[src/rtl/wbrd_pkg.sv]
package wbrd_pkg;

  // Queue occupancy after one cycle of pushes and pops.
  function automatic int occ_next(input int occ, input logic push, input logic pop);
    return occ + (push ? 1 : 0) - (pop ? 1 : 0);
  endfunction

  // A new read may be issued when its data is guaranteed a slot.
  function automatic logic has_room(input int occ_after, input int depth);
    return occ_after < depth;
  endfunction

  // Wrap-around pointer increment for a queue of arbitrary depth.
  function automatic int ptr_inc(input int p, input int depth);
    return (p == depth - 1) ? 0 : p + 1;
  endfunction

endpackage

[src/rtl/wbrd_bus_issue.sv]
module wbrd_bus_issue #(
  parameter int AW = 30
) (
  input  logic          clk,
  input  logic          rst,
  input  logic          start,
  input  logic [AW-1:0] start_adr,
  input  logic          ack_in,
  output logic          pend,
  output logic [AW-1:0] adr,
  output logic          ack_ev
);

  assign ack_ev = pend & ack_in;

  always_ff @(posedge clk) begin
    if (rst) begin
      pend <= 1'b0;
    end else if (start) begin
      pend <= 1'b1;
    end else if (ack_ev) begin
      pend <= 1'b0;
    end
  end

  always_ff @(posedge clk) begin
    if (start) adr <= start_adr;
  end

  // an open cycle without acknowledge keeps going with the same address
  a_r3_hold_cycle: assert property (@(posedge clk) disable iff (rst)
    pend && !ack_in |=> pend && $stable(adr));

  // a new cycle starts only when none remains outstanding
  a_r4_single_outstanding: assert property (@(posedge clk) disable iff (rst)
    start |-> (!pend || ack_ev));

  // the cycle after a start carries the requested address
  a_r2_start_addr: assert property (@(posedge clk) disable iff (rst)
    start |=> pend && adr == $past(start_adr));

endmodule

[src/rtl/wbrd_fifo.sv]
module wbrd_fifo #(
  parameter int DW    = 32,
  parameter int DEPTH = 2
) (
  input  logic                       clk,
  input  logic                       rst,
  input  logic                       push,
  input  logic [DW-1:0]              din,
  input  logic                       pop,
  output logic                       valid,
  output logic [DW-1:0]              dout,
  output logic [$clog2(DEPTH+1)-1:0] count
);
  import wbrd_pkg::*;

  localparam int PW = (DEPTH > 1) ? $clog2(DEPTH) : 1;
  localparam int CW = $clog2(DEPTH + 1);

  logic [DW-1:0] mem [DEPTH];
  logic [PW-1:0] wr_ptr, rd_ptr;

  assign valid = (count != '0);
  assign dout  = mem[rd_ptr];

  always_ff @(posedge clk) begin
    if (push) mem[wr_ptr] <= din;
  end

  always_ff @(posedge clk) begin
    if (rst) begin
      wr_ptr <= '0;
      rd_ptr <= '0;
      count  <= '0;
    end else begin
      if (push) wr_ptr <= PW'(ptr_inc(int'(wr_ptr), DEPTH));
      if (pop)  rd_ptr <= PW'(ptr_inc(int'(rd_ptr), DEPTH));
      count <= CW'(occ_next(int'(count), push, pop));
    end
  end

  // an acknowledged word always finds a free slot
  a_r6_no_overflow: assert property (@(posedge clk) disable iff (rst)
    push && !pop |-> int'(count) < DEPTH);

  // a held output token keeps its value
  a_r6_hold_output: assert property (@(posedge clk) disable iff (rst)
    valid && !pop |=> valid && $stable(dout));

  a_r6_no_underflow: assert property (@(posedge clk) disable iff (rst)
    pop |-> valid);

endmodule

[src/rtl/wbrd_stream_reader.sv]
module wbrd_stream_reader #(
  parameter int AW        = 30,
  parameter int DW        = 32,
  parameter int BUF_DEPTH = 2
) (
  input  logic          clk,
  input  logic          rst,
  input  logic          in_valid,
  output logic          in_ready,
  input  logic [AW-1:0] in_addr,
  output logic          wb_cyc_o,
  output logic          wb_stb_o,
  output logic          wb_we_o,
  output logic [DW/8-1:0] wb_sel_o,
  output logic [AW-1:0] wb_adr_o,
  input  logic [DW-1:0] wb_dat_i,
  input  logic          wb_ack_i,
  output logic          out_valid,
  input  logic          out_ready,
  output logic [DW-1:0] out_data
);
  import wbrd_pkg::*;

  localparam int CW = $clog2(BUF_DEPTH + 1);

  logic          pend, ack_ev, in_fire, out_pop, bus_free;
  logic [CW-1:0] occ;
  int            occ_after;

  assign out_pop   = out_valid & out_ready;
  assign occ_after = occ_next(int'(occ), ack_ev, out_pop);
  assign bus_free  = !pend || ack_ev;
  assign in_ready  = bus_free && has_room(occ_after, BUF_DEPTH);
  assign in_fire   = in_valid & in_ready;

  wbrd_bus_issue #(.AW(AW)) u_issue (
    .clk       (clk),
    .rst       (rst),
    .start     (in_fire),
    .start_adr (in_addr),
    .ack_in    (wb_ack_i),
    .pend      (pend),
    .adr       (wb_adr_o),
    .ack_ev    (ack_ev)
  );

  wbrd_fifo #(.DW(DW), .DEPTH(BUF_DEPTH)) u_queue (
    .clk   (clk),
    .rst   (rst),
    .push  (ack_ev),
    .din   (wb_dat_i),
    .pop   (out_pop),
    .valid (out_valid),
    .dout  (out_data),
    .count (occ)
  );

  assign wb_cyc_o = pend;
  assign wb_stb_o = pend;
  assign wb_we_o  = 1'b0;
  assign wb_sel_o = '1;

  // the input is taken only when the bus is free or finishing
  a_r7_ready_bus: assert property (@(posedge clk) disable iff (rst)
    in_ready |-> (!wb_cyc_o || wb_ack_i));

  // a full, stalled queue blocks new tokens
  a_r9_full_blocks: assert property (@(posedge clk) disable iff (rst)
    (int'(occ) == BUF_DEPTH) && !out_ready |-> !in_ready);

  // an acknowledge always produces a valid output next cycle
  a_r5_ack_to_out: assert property (@(posedge clk) disable iff (rst)
    wb_cyc_o && wb_ack_i |=> out_valid);

  // the cycle after reset is idle
  a_r1_reset_idle: assert property (@(posedge clk)
    rst |=> !wb_cyc_o && !out_valid);

endmodule

[config.mk]
export PLATFORM = sky130hd
export DESIGN_NAME = wbrd_stream_reader
export DESIGN_NICKNAME = d
export VERILOG_FILES = /design/src/rtl/wbrd_pkg.sv /design/src/rtl/wbrd_bus_issue.sv /design/src/rtl/wbrd_fifo.sv /design/src/rtl/wbrd_stream_reader.sv
export SDC_FILE = /design/constraint.sdc
export NUM_CORES = 1
export LEC_CHECK = 0
export BUFFER_PORTS_ARGS = -buffer_cell sky130_fd_sc_hd__buf_2
export CAP_MARGIN = 20
export CORE_ASPECT_RATIO = 0.7
export CORE_MARGIN = 4
export CORE_UTILIZATION = 49
export DETAILED_ROUTE_END_ITERATION = 10
export GPL_TIMING_DRIVEN = 0
export PLACE_DENSITY = 0.88
export SLEW_MARGIN = 5
export SYNTH_ARGS = -nofsm -noshare
export SYNTH_HDL_FRONTEND = slang
export SYNTH_SLANG_ARGS = --single-unit
[constraint.sdc]
create_clock -name clk -period 4.1 [get_ports clk]
set_clock_uncertainty 0.15 [all_clocks]
set_input_delay 0.205 -clock clk [delete_from_list [all_inputs] [get_ports clk]]
set_output_delay 0.205 -clock clk [all_outputs]
set_load 0.1 [all_outputs]
Word-level counts from Yosys, hierarchy flattened. Memories as Yosys holds them, arrays and structs flattened. A register that Yosys moved wholly into a read port is not among the register bits. Index checks and enable logic that the tools add are counted.

Register bits: 35. RAM bits: 64. Input bits: 67. Output and inout port bits: 71. Word-level logic and storage cells: 29. Memories kept: 1.

Memories: u_queue.mem (words 2, width 32, rd ports 1, clocked after Yosys merged registers in 1, write ports 1, RTL line wbrd_fifo.sv:19) `logic [DW-1:0] mem [DEPTH];`.

$add $sub $neg: 4. $lt $le $gt $ge: 1. Mux-type cells: 10. Bitwise operators: 3. Reductions and logical operators: 5.

Operators by type and width (count): adder 3 x 32 -> 32 bit (1); < comparator 32 x 3 -> 1 bit, second input constant (1); subtractor 32 bit (1); two-way mux 1 bit (10); nonzero test 2 bit (2); AND 1 bit (3); adder 1 bit, second input constant (2); logical AND 1 bit (1); zero test 1 bit (1); logical OR 1 bit (1).

Depth between registers and ports, before layout. Gate-level depths: netlist of run 1.

Word-level depth: 8. Depth in mapped cells: 10. Mapped depth without buffers: 10.

Hierarchy. A second synthesis of run 1 with hierarchy kept.

Cell total of the unflattened synthesis: 177. Area total of the unflattened synthesis: 3796.1 µm².

Modules (own cells, without submodules): wbrd_fifo (instances 1, cells each 120, area each 2678.8 µm², sequential area each 2021.9 µm²); wbrd_bus_issue (instances 1, cells each 35, area each 947.2 µm², sequential area each 920.9 µm²); wbrd_stream_reader (instances 1, cells each 22, area each 170.2 µm², sequential area each 0.0 µm²).

Worst setup path before layout of run 1. OpenSTA, ideal clock, no wires.

Path kind: register to register. Start: register u_issue.pend. End: register u_issue.adr[0] (enable). Setup time: 417 ps. Data arrival time: 3614 ps. Data required time: 3533 ps. Path slack: -81 ps. Stages on the path, launching flop included: 10. Buffers on the path: 0. Clock period less this slack: 4181 ps. Path through: dfxtp_1 > nand2_1 > inv_1 > ha_1 > inv_1 > fa_1 > ha_1 > and3b_1 > nor2_1 > nor2_1.

Word-level cells in the longest chain between the ends: 7. Elaborated cells between the ends (all ways): 9. Classes of those cells: 2 x add/sub; 1 x order compare; 1 x mux; 2 x bitwise; 3 x reduce/logical.

RTL lines: from (decl) (RTL line wbrd_bus_issue.sv:9) `output logic pend,`; from (signal assigned) (RTL line wbrd_bus_issue.sv:18) `pend <= 1'b0;`; from (signal assigned) (RTL line wbrd_bus_issue.sv:20) `pend <= 1'b1;`; from (signal assigned) (RTL line wbrd_bus_issue.sv:22) `pend <= 1'b0;`; AND 1 bit (*) (RTL line wbrd_bus_issue.sv:14) `assign ack_ev = pend & ack_in;`; net ack_ev (RTL line wbrd_stream_reader.sv:26) `logic pend, ack_ev, in_fire, out_pop, bus_free;`; two-way mux 1 bit (RTL line wbrd_pkg.sv:5) `return occ + (push ? 1 : 0) - (pop ? 1 : 0);`; adder 3 x 32 -> 32 bit; subtractor 32 bit; < comparator 32 x 3 -> 1 bit (RTL line wbrd_pkg.sv:10) `return occ_after < depth;`; logical AND 1 bit (*) (RTL line wbrd_stream_reader.sv:33) `assign in_ready = bus_free && has_room(occ_after, BUF_DEPTH);`; AND 1 bit (*) (RTL line wbrd_stream_reader.sv:34) `assign in_fire = in_valid & in_ready;`; net in_fire (RTL line wbrd_stream_reader.sv:26); to (signal assigned) (RTL line wbrd_bus_issue.sv:27) `if (start) adr <= start_adr;`; to (decl) (RTL line wbrd_bus_issue.sv:10) `output logic [AW-1:0] adr,`.

The timed path passes the listed nets; every way through them passes the cells marked *. A chain may end at the register's enable or synchronous reset.

Final worst setup path of run 1.
Start: register u_queue.count[1]. End: output port in_ready.

Word-level cells in the longest chain between the ends: 6. Elaborated cells between the ends (all ways): 7. Classes of those cells: 2 x add/sub; 1 x order compare; 1 x mux; 1 x bitwise; 2 x reduce/logical.

RTL lines: from (decl) (RTL line wbrd_fifo.sv:12) `output logic [$clog2(DEPTH+1)-1:0] count`; from (signal assigned) (RTL line wbrd_fifo.sv:37) `count <= CW'(occ_next(int'(count), push, pop));`; nonzero test 2 bit (RTL line wbrd_fifo.sv:22) `assign valid = (count != '0);`; AND 1 bit (RTL line wbrd_stream_reader.sv:30) `assign out_pop = out_valid & out_ready;`; net out_pop (RTL line wbrd_stream_reader.sv:26); two-way mux 1 bit (RTL line wbrd_pkg.sv:5); subtractor 32 bit; < comparator 32 x 3 -> 1 bit (RTL line wbrd_pkg.sv:10); logical AND 1 bit (RTL line wbrd_stream_reader.sv:33); to (decl) (RTL line wbrd_stream_reader.sv:9) `output logic in_ready,`.

The timed path passes the listed nets, and every way through them passes these cells.

==> results.sh, run 1 <==
export IMPL_status="finished clean"
export IMPL_arrival_ns=2.90
export IMPL_period_needed_ns=3.26
export IMPL_synth_top_area_cell="edfxtp_1"
export IMPL_routabilityCongestion=0.736
export IMPL_cap_violations=0
export IMPL_tightest_slew_ns=0.784
export IMPL_num_rows=26
export IMPL_htree_levels=3
export IMPL_drive_gt1_share_pct=49.4
export IMPL_synth_area_mm2=0.00374
export IMPL_grt_remaining_overflow=0
export IMPL_drc=0
export IMPL_synthCells=175
export IMPL_antenna_found_initial=0
export IMPL_n_antenna_cell=0
export IMPL_grt_max_degree=33
export IMPL_required_ns=3.74
export IMPL_die_h_um=81.1
export IMPL_drt_iter0_drc=60
export IMPL_cts_buffers=9
export IMPL_fin_setup_tns_ns=0
export IMPL_grtUsageTotal_pct=18.8
export IMPL_clock_latency_ns=0.35
export IMPL_r2r_end="u_issue.adr[14]$_DFFE_PP_"
export IMPL_clk_pin_slew_ns=0.09
export IMPL_cts_resized_gates=0
export IMPL_numClockSinks=100
export IMPL_ys_types=22
export IMPL_via_per_inst=4.62
export IMPL_cp_start_kind="flip-flop"
export IMPL_firstDrtPassIters=4
export IMPL_ys_seq_area_share_pct=78.7
export IMPL_grt_pass1_wl_um=12700
export IMPL_critical_path_class="flip-flop to output pin"
export IMPL_avgRoutedWirePerCell_um=16.9
export IMPL_drt_wl_total_um=8280
export IMPL_core_area_mm2=0.00735
export IMPL_fin_nets=459
export IMPL_relSlewSlack_pct=47.7
export IMPL_io_buffers=132
export IMPL_hold_violations=0
export IMPL_worstRegToRegCells=11
export IMPL_die_area_mm2=0.00912
export IMPL_max_freq_mhz=307
export IMPL_cts_tree="yes"
export IMPL_grt_pass1_vias=2542
export IMPL_r2r_slack_ns=0.93
export IMPL_cp_max_fo=3
export IMPL_vias=2258
export IMPL_yosys_register_bits=100
export IMPL_cts_root_buf="clkbuf_8"
export IMPL_end_kind="output pin"
export IMPL_synth_area_leaders="edfxtp_1, mux2_4, dfxtp_1"
export IMPL_finalSetupViolations=0
export IMPL_report_final_slew_viol_count=0
export IMPL_hold_end="u_issue.pend$_SDFFE_PP0P_"
export IMPL_min_from="wb_ack_i"
export IMPL_grt_setup_unrepaired="false"
export IMPL_io_pins=138
export IMPL_place_hpwl_um=4930
export IMPL_yosysTopAreaCellShare_pct=75.5
export IMPL_cts_buffer_depth=2
export IMPL_hold_path_cell_count=3
export IMPL_initial_utilization_pct=50.9
export IMPL_rr_startpoint="u_queue.count[1]$_SDFF_PP0_"
export IMPL_min_period_over_period_pct=79.4
export IMPL_areaGrowthSynthToFinish_pct=44.0
export IMPL_syn_area_per_cell_um2=21.4
export IMPL_postRouteAntennaNets=0
export IMPL_die_w_um=112
export IMPL_min_path_type="input port to flip-flop"
export IMPL_ys_warn_count=0
[cells in the mapped netlist]
library cell,n
buf_12,3
fa_1,1
xnor2_1,1
and3_1,1
nand2_1,3
mux2_4,30
o21a_1,1
o21ai_0,1
inv_1,5
and3b_1,1
buf_4,6
nor2b_1,3
buf_6,1
mux2_2,2
edfxtp_1,94
nor2_1,7
ha_1,4
dfxtp_1,6
nand2b_1,1
a21oi_1,1
xor2_1,1
conb_1,2
[registers in the layout, indices dropped and copies added, names as in the netlist, named ones only]
| name | flops |
|---|---|
| u_queue.rd_ptr | 1 |
| u_issue.adr | 30 |
| u_issue.pend | 1 |
| u_queue.wr_ptr | 1 |
| u_queue.mem | 64 |
| u_queue.count | 2 |
[what timing repair did]
action	4_1_cts	5_1_grt
buffers inserted	0	0
endpoints found under the hold margin	100	0
hold buffers	64	0
[routing by layer]
metal	vias up	part of all wire (%)	global-route usage [%]
met1	1072	38	20.1
met2	108	52	33.6
met4	0	1.6	6.60
met3	12	9.3	8.49
li1	1066	-	-
met5	-	0	0
[critical path: stages, from the launching register on]
cell and delay, ns:
dfxtp_1 0.35, o21a_1 0.21, ha_1 0.29, inv_1 0.05, ha_1 0.15, inv_1 0.06
fa_1 0.37, ha_1 0.29, and3b_1 0.18, nor2_1 0.07, nor2b_1 0.10, buf_2 0.43
[layout by cell type, fill, tap and decap left out, drive strengths merged, types with 2 or more instances in the layout]
cell type | synthesis | routed
inv | 5 | 7
nand2 | 3 | 3
nor2 | 7 | 7
nor2b | 3 | 3
dfxtp | 6 | 6
clkinvlp | 0 | 2
conb | 2 | 5
mux2 | 32 | 32
buf | 10 | 144
dlygate4sd3 | 0 | 64
clkbuf | 0 | 10
ha | 4 | 4
edfxtp | 94 | 94
[area by class of cell]
type | instances | area, um^2
sequential | 100 | 2940
fill | 468 | 1960
tap | 98 | 123
multi-input combinational | 63 | 686
buffer | 10 | 116
clock buffer | 10 | 128
inverter | 5 | 18.8
timing repair buffer | 198 | 1340
clock inverter | 5 | 37.5
[stage by stage]
stage / hold slack [ns] / area (um^2) / worst slack [ns] / util [%] / std cells
CTS: 0.0211 / 5390 / 0.810 / 73.3 / 489
global placement: 0.231 / 4540 / 0.602 / 61.7 / 408
floorplan: 0.122 / 3750 / 0.0711 / - / 178
finish: 0.0389 / 5390 / 0.843 / 73.3 / 489
global route: 0.0596 / 5390 / 0.642 / 73.3 / 489
detailed placement: 0.233 / 4580 / 0.944 / 62.3 / 410
[kinds of logic (layout without fill, tap and decap cells)]
kind of cell	count (synthesis)	after routing	synth area share, %
other cells	2	5	0.201
buf+inv	15	228	3.61
xor+xnor	2	2	0.468
simple gates	16	16	2.07
mux	32	32	12.6
flops	100	100	78.7
compound gates	3	3	0.468
fa+ha+maj	5	5	1.87
[worst max path at each step]
| stage | startpoint | endpoint | slack, ns | cells past startpoint |
|---|---|---|---|---|
| 2_1_floorplan | u_issue.pend$_SDFFE_PP0P_ | in_ready | 0.07 | 9 |
| 4_1_cts | u_queue.count[1]$_SDFF_PP0_ | in_ready | 0.81 | 11 |
| 6_report | u_queue.count[1]$_SDFF_PP0_ | in_ready | 0.84 | 11 |
| 3_3_place_gp | u_queue.count[1]$_SDFF_PP0_ | u_issue.adr[6]$_DFFE_PP_ | 0.60 | 10 |
| 5_1_grt | u_queue.count[1]$_SDFF_PP0_ | in_ready | 0.64 | 11 |
| 3_5_place_dp | u_queue.count[1]$_SDFF_PP0_ | u_issue.adr[25]$_DFFE_PP_ | 0.94 | 11 |
Power of run 1 is not shown: default switching activity piles up to over one toggle a cycle in this logic, so the estimate is an artifact.
==> inputs of run 2 (changes only) <==
- CORE_UTILIZATION: 49 -> 44
- PLACE_DENSITY: 0.88 -> 0.84
- clock period: 4.1 -> 2.65 ns (I/O delays scaled with it)
==> results.sh, run 2 (synthesis results as in run 1) <==
export IMPL_grt_pass1_vias=2585
export IMPL_place_hpwl_um=4980
export IMPL_final_common_cell="buf_2"
export IMPL_multiInputGateArea_um2=733
export IMPL_grt_max_degree=33
export IMPL_drc=0
export IMPL_avgRoutedWirePerCell_um=17.3
export IMPL_status="complete, but fails checks"
export IMPL_r2r_slack_ns=-0.21
export IMPL_die_w_um=118
export IMPL_report_final_slew_viol_count=0
export IMPL_drt_wl_total_um=8680
export IMPL_grt_setup_unrepaired="true"
export IMPL_vias=2342
export IMPL_num_rows=27
export IMPL_min_path_type="input port to flip-flop"
export IMPL_hold_violations=0
export IMPL_via_per_inst=4.67
export IMPL_fin_nets=467
export IMPL_place_inst=412
export IMPL_hold_slack_ns=0.0271
export IMPL_drive_gt1_share_pct=52.0
export IMPL_fin_setup_tns_ns=-6.38
export IMPL_layout_setup_ws_ns=-0.254
export IMPL_period_needed_ns=2.90
export IMPL_cts_root_buf="clkbuf_16"
export IMPL_required_ns=2.37
export IMPL_pre_cts_slack_ns=-0.474
export IMPL_core_area_mm2=0.00807
export IMPL_clk_pin_slew_ns=0.06
export IMPL_cp_start_kind="flip-flop"
export IMPL_critical_path_class="flip-flop to output pin"
export IMPL_n_antenna_cell=0
export IMPL_antenna_found_initial=0
export IMPL_arrival_ns=2.62
export IMPL_die_area_mm2=0.0101
export IMPL_postRouteAntennaNets=0
export IMPL_cp_max_fo=2
export IMPL_fillers=506
export IMPL_max_freq_mhz=344
export IMPL_regArea_mm2=0.00295
export IMPL_die_h_um=85.1
export IMPL_numClockSinks=100
export IMPL_finalSetupViolations=31
export IMPL_cts_tree="yes"
export IMPL_tightest_slew_ns=0.759
export IMPL_areaGrowthSynthToFinish_pct=50.3
export IMPL_io_buffers=132
export IMPL_routabilityCongestion=0.700
export IMPL_grt_remaining_overflow=0
export IMPL_htree_levels=3
export IMPL_initial_utilization_pct=46.3
export IMPL_min_period_over_period_pct=110
export IMPL_cts_buffer_depth=2
export IMPL_clock_latency_ns=0.33
export IMPL_regMostFlops="u_queue.mem"
export IMPL_cts_buffers=9
export IMPL_largestRegisters="u_queue.mem: 64 flops, u_issue.adr: 30 flops, u_queue.count: 2 flops"
export IMPL_violations="setup timing"
export IMPL_grt_pass1_wl_um=13700
export IMPL_largest_reg_flops=64
export IMPL_final_cell_mix="buf_2, edfxtp_1, dlygate4sd3_1"
export IMPL_relSlewSlack_pct=49.4
export IMPL_drt_iter0_drc=111
export IMPL_cap_violations=0
export IMPL_grtUsageTotal_pct=17.9
export IMPL_final_cells=501
export IMPL_end_kind="output pin"
export IMPL_firstDrtPassIters=4
export IMPL_io_pins=138
## run 2: layout make-up
cell class / count / area share (%)
Buffer: 10 / 2.07
Clock buffer: 12 / 4.21
Clock inverter: 4 / 0.467
Inverter: 5 / 0.334
Multi-Input combinational cell: 64 / 13.0
Sequential cell: 100 / 52.4
Tap cell: 101 / 2.25
Timing Repair Buffer: 205 / 25.2
## run 2: per-layer routing
metal | GRT usage, % | wire length (um)
met5 | 0 | 0
met4 | 5.74 | 91
met3 | 8.19 | 908
met2 | 29.9 | 4240
met1 | 20.7 | 3440
## run 2: what timing repair did
| action | in CTS | in global routing |
|---|---|---|
| cloned | 1 | 0 |
| hold endpoints to repair | 100 | 0 |
| setup endpoints to repair | 31 | 31 |
| gates resized for setup | 5 | 4 |
| hold buffers | 64 | 0 |
| buffers inserted | 7 | 1 |
| pin swaps | 5 | 3 |
## run 2: final timing paths
| kind | start | endpoint | cells past startpoint |
|---|---|---|---|
| worst max-delay path | u_queue.count[1]$_SDFF_PP0_ | in_ready | 11 |
| worst min-delay path | wb_ack_i | u_issue.pend$_SDFFE_PP0P_ | 3 |
| worst max register to register | u_queue.count[1]$_SDFF_PP0_ | u_issue.adr[1]$_DFFE_PP_ | 12 |
| worst min register to register | u_queue.rd_ptr$_SDFFE_PP0P_ | u_queue.rd_ptr$_SDFFE_PP0P_ | 2 |
## run 2: worst max-delay path: stages, from the launching register on
cell	delay, ns
dfxtp_2	0.33
o21a_1	0.22
ha_1	0.30
inv_2	0.08
ha_4	0.14
inv_2	0.04
fa_2	0.33
ha_1	0.28
and3b_2	0.22
nor2_4	0.05
nor2b_4	0.13
buf_12	0.18
## run 2: stage by stage
stage / utilization [%] / area [um^2]
6_report: 69.6 / 5620
5_1_grt: 69.6 / 5620
4_1_cts: 69.3 / 5600
3_5_place_dp: 57.0 / 4600
3_3_place_gp: 56.6 / 4570
2_1_floorplan: - / 3790
Power of run 2 is left out for the same reason.
==> inputs of run 3 (changes only) <==
==> constraint.sdc (replaced) <==
create_clock -name clk -period 2.65 [get_ports clk]
set_clock_uncertainty 0.15 [all_clocks]
set_input_delay 0.265 -clock clk [delete_from_list [all_inputs] [get_ports clk]]
set_output_delay 0.265 -clock clk [all_outputs]
set_load 0.1 [all_outputs]
==> results.sh, run 3 (synthesis results as in run 1) <==
export IMPL_required_ns=2.24
export IMPL_drt_iter0_drc=112
export IMPL_cap_violations=0
export IMPL_io_buffers=132
export IMPL_largest_reg_flops=64
export IMPL_relSlewSlack_pct=49.8
export IMPL_io_pins=138
export IMPL_die_area_mm2=0.0101
export IMPL_grt_max_degree=33
export IMPL_path_cells="o21a_1 -> ha_1 -> inv_2 -> ha_4 -> inv_4 -> fa_2 -> ha_4 -> and3b_2 -> nor2_4 -> nor2b_4 -> buf_12"
export IMPL_drt_wl_total_um=9010
export IMPL_clk_pin_slew_ns=0.06
export IMPL_place_area_mm2=0.00460
export IMPL_cts_tree="yes"
export IMPL_routabilityCongestion=0.700
export IMPL_grtUsageTotal_pct=18.4
export IMPL_die_h_um=85.1
export IMPL_finalSetupViolations=31
export IMPL_cpMostUsedCell="ha_4"
export IMPL_period_needed_ns=3.13
export IMPL_n_antenna_cell=0
export IMPL_cts_root_buf="clkbuf_16"
export IMPL_num_rows=27
export IMPL_end_kind="output pin"
export IMPL_cpPeakStageDelay_ns=0.40
export IMPL_drc=0
export IMPL_status="complete, but fails checks"
export IMPL_final_common_cell="buf_2"
export IMPL_regMostFlops="u_queue.mem"
export IMPL_hold_violations=0
export IMPL_violations="setup timing"
export IMPL_drive_gt1_share_pct=53.1
export IMPL_avgRoutedWirePerCell_um=17.8
export IMPL_cp_top_family="adder cells"
export IMPL_areaGrowthSynthToFinish_pct=52.4
export IMPL_min_period_over_period_pct=118
export IMPL_min_path_type="input port to flip-flop"
export IMPL_via_per_inst=4.68
export IMPL_max_freq_mhz=319
export IMPL_firstDrtPassIters=4
export IMPL_die_w_um=118
export IMPL_tightest_slew_ns=0.753
export IMPL_place_hpwl_um=4980
export IMPL_grt_remaining_overflow=0
export IMPL_arrival_ns=2.72
export IMPL_cp_slowest_cell="fa_2"
export IMPL_numClockSinks=100
export IMPL_vias=2370
export IMPL_htree_levels=3
export IMPL_grt_pass1_vias=2580
export IMPL_cp_max_fo=2
export IMPL_largestRegisters="u_queue.mem: 64 flops, u_issue.adr: 30 flops, u_queue.count: 2 flops"
export IMPL_cts_buffers=9
export IMPL_grt_setup_unrepaired="true"
export IMPL_fin_nets=472
export IMPL_worst_path_buf_inv=3
export IMPL_critical_path_class="flip-flop to output pin"
export IMPL_cts_buffer_depth=2
export IMPL_cp_start_kind="flip-flop"
export IMPL_grt_pass1_wl_um=14000
export IMPL_layout_setup_ws_ns=-0.485
export IMPL_initial_utilization_pct=46.3
export IMPL_core_area_mm2=0.00807
export IMPL_postRouteAntennaNets=0
export IMPL_report_final_slew_viol_count=0
export IMPL_design_area_mm2=0.00570
export IMPL_clock_latency_ns=0.34
export IMPL_hold_slack_ns=0.0721
export IMPL_antenna_found_initial=0
export IMPL_final_cell_mix="buf_2, edfxtp_1, dlygate4sd3_1"
-- run 3: changes by cell type in the layout (fill, tap and decap cells not counted), sizes merged --
cell / before / now
buf: 151 / 157
dlygate4sd3: 64 / 63
-- run 3: final cells by class --
cell class	count	area (um^2)
buffer	10	116
multi-input combinational	64	746
clock inverter	4	26.3
timing repair buffer	210	1480
sequential	100	2950
tap	101	126
fill	499	2370
clock buffer	12	236
inverter	5	21.3
-- run 3: worst paths after layout --
check / startpoint / to / slack [ns] / depth (start not counted)
setup reg to reg: u_queue.count[1]$_SDFF_PP0_ / u_issue.adr[27]$_DFFE_PP_ / -0.44 / 14
hold reg to reg: u_queue.rd_ptr$_SDFFE_PP0P_ / u_queue.rd_ptr$_SDFFE_PP0P_ / 0.37 / 2
hold / removal: in_valid / u_issue.pend$_SDFFE_PP0P_ / 0.07 / 3
setup / recovery: u_queue.count[1]$_SDFF_PP0_ / in_ready / -0.48 / 11
-- run 3: stage by stage --
step                      util (%)  instances  setup TNS [ns]  setup WS [ns]
after floorplan                  -        178           -6.75         -0.221
after global placement        56.6        411          -27.68         -0.512
after detailed placement      57.0        412          -14.45         -0.474
after CTS                     70.4        504           -7.34         -0.379
after global routing          70.6        506          -14.96         -0.570
final                         70.6        506          -11.93         -0.485
-- run 3: what timing repair did --
action / in CTS / in global routing
endpoints found under the hold margin: 95 / 0
pin swaps: 5 / 7
resized for setup: 11 / 5
hold buffers: 63 / 0
gates cloned: 2 / 0
buffers inserted: 11 / 4
endpoints found under the setup margin: 31 / 31
-- run 3: worst register-to-register path: cells and delay by family, from the launching register on --
family,cells,cell delay (ns)
adders and majority gates,4,1.14
buffers and inverters,6,0.61
and+or+nand+nor,3,0.40
DFF,1,0.33
AOI/OAI and AO/OA,1,0.20
-- run 3: layer usage --
layer | track usage (%) | part of all wire, % | vias up
met3 | 8.33 | 10 | 22
met4 | 7.45 | 2.7 | 0
met2 | 30.6 | 48 | 142
li1 | - | - | 1097
met5 | 0 | 0 | -
met1 | 20.9 | 39 | 1109
Power of run 3 is left out for the same reason.
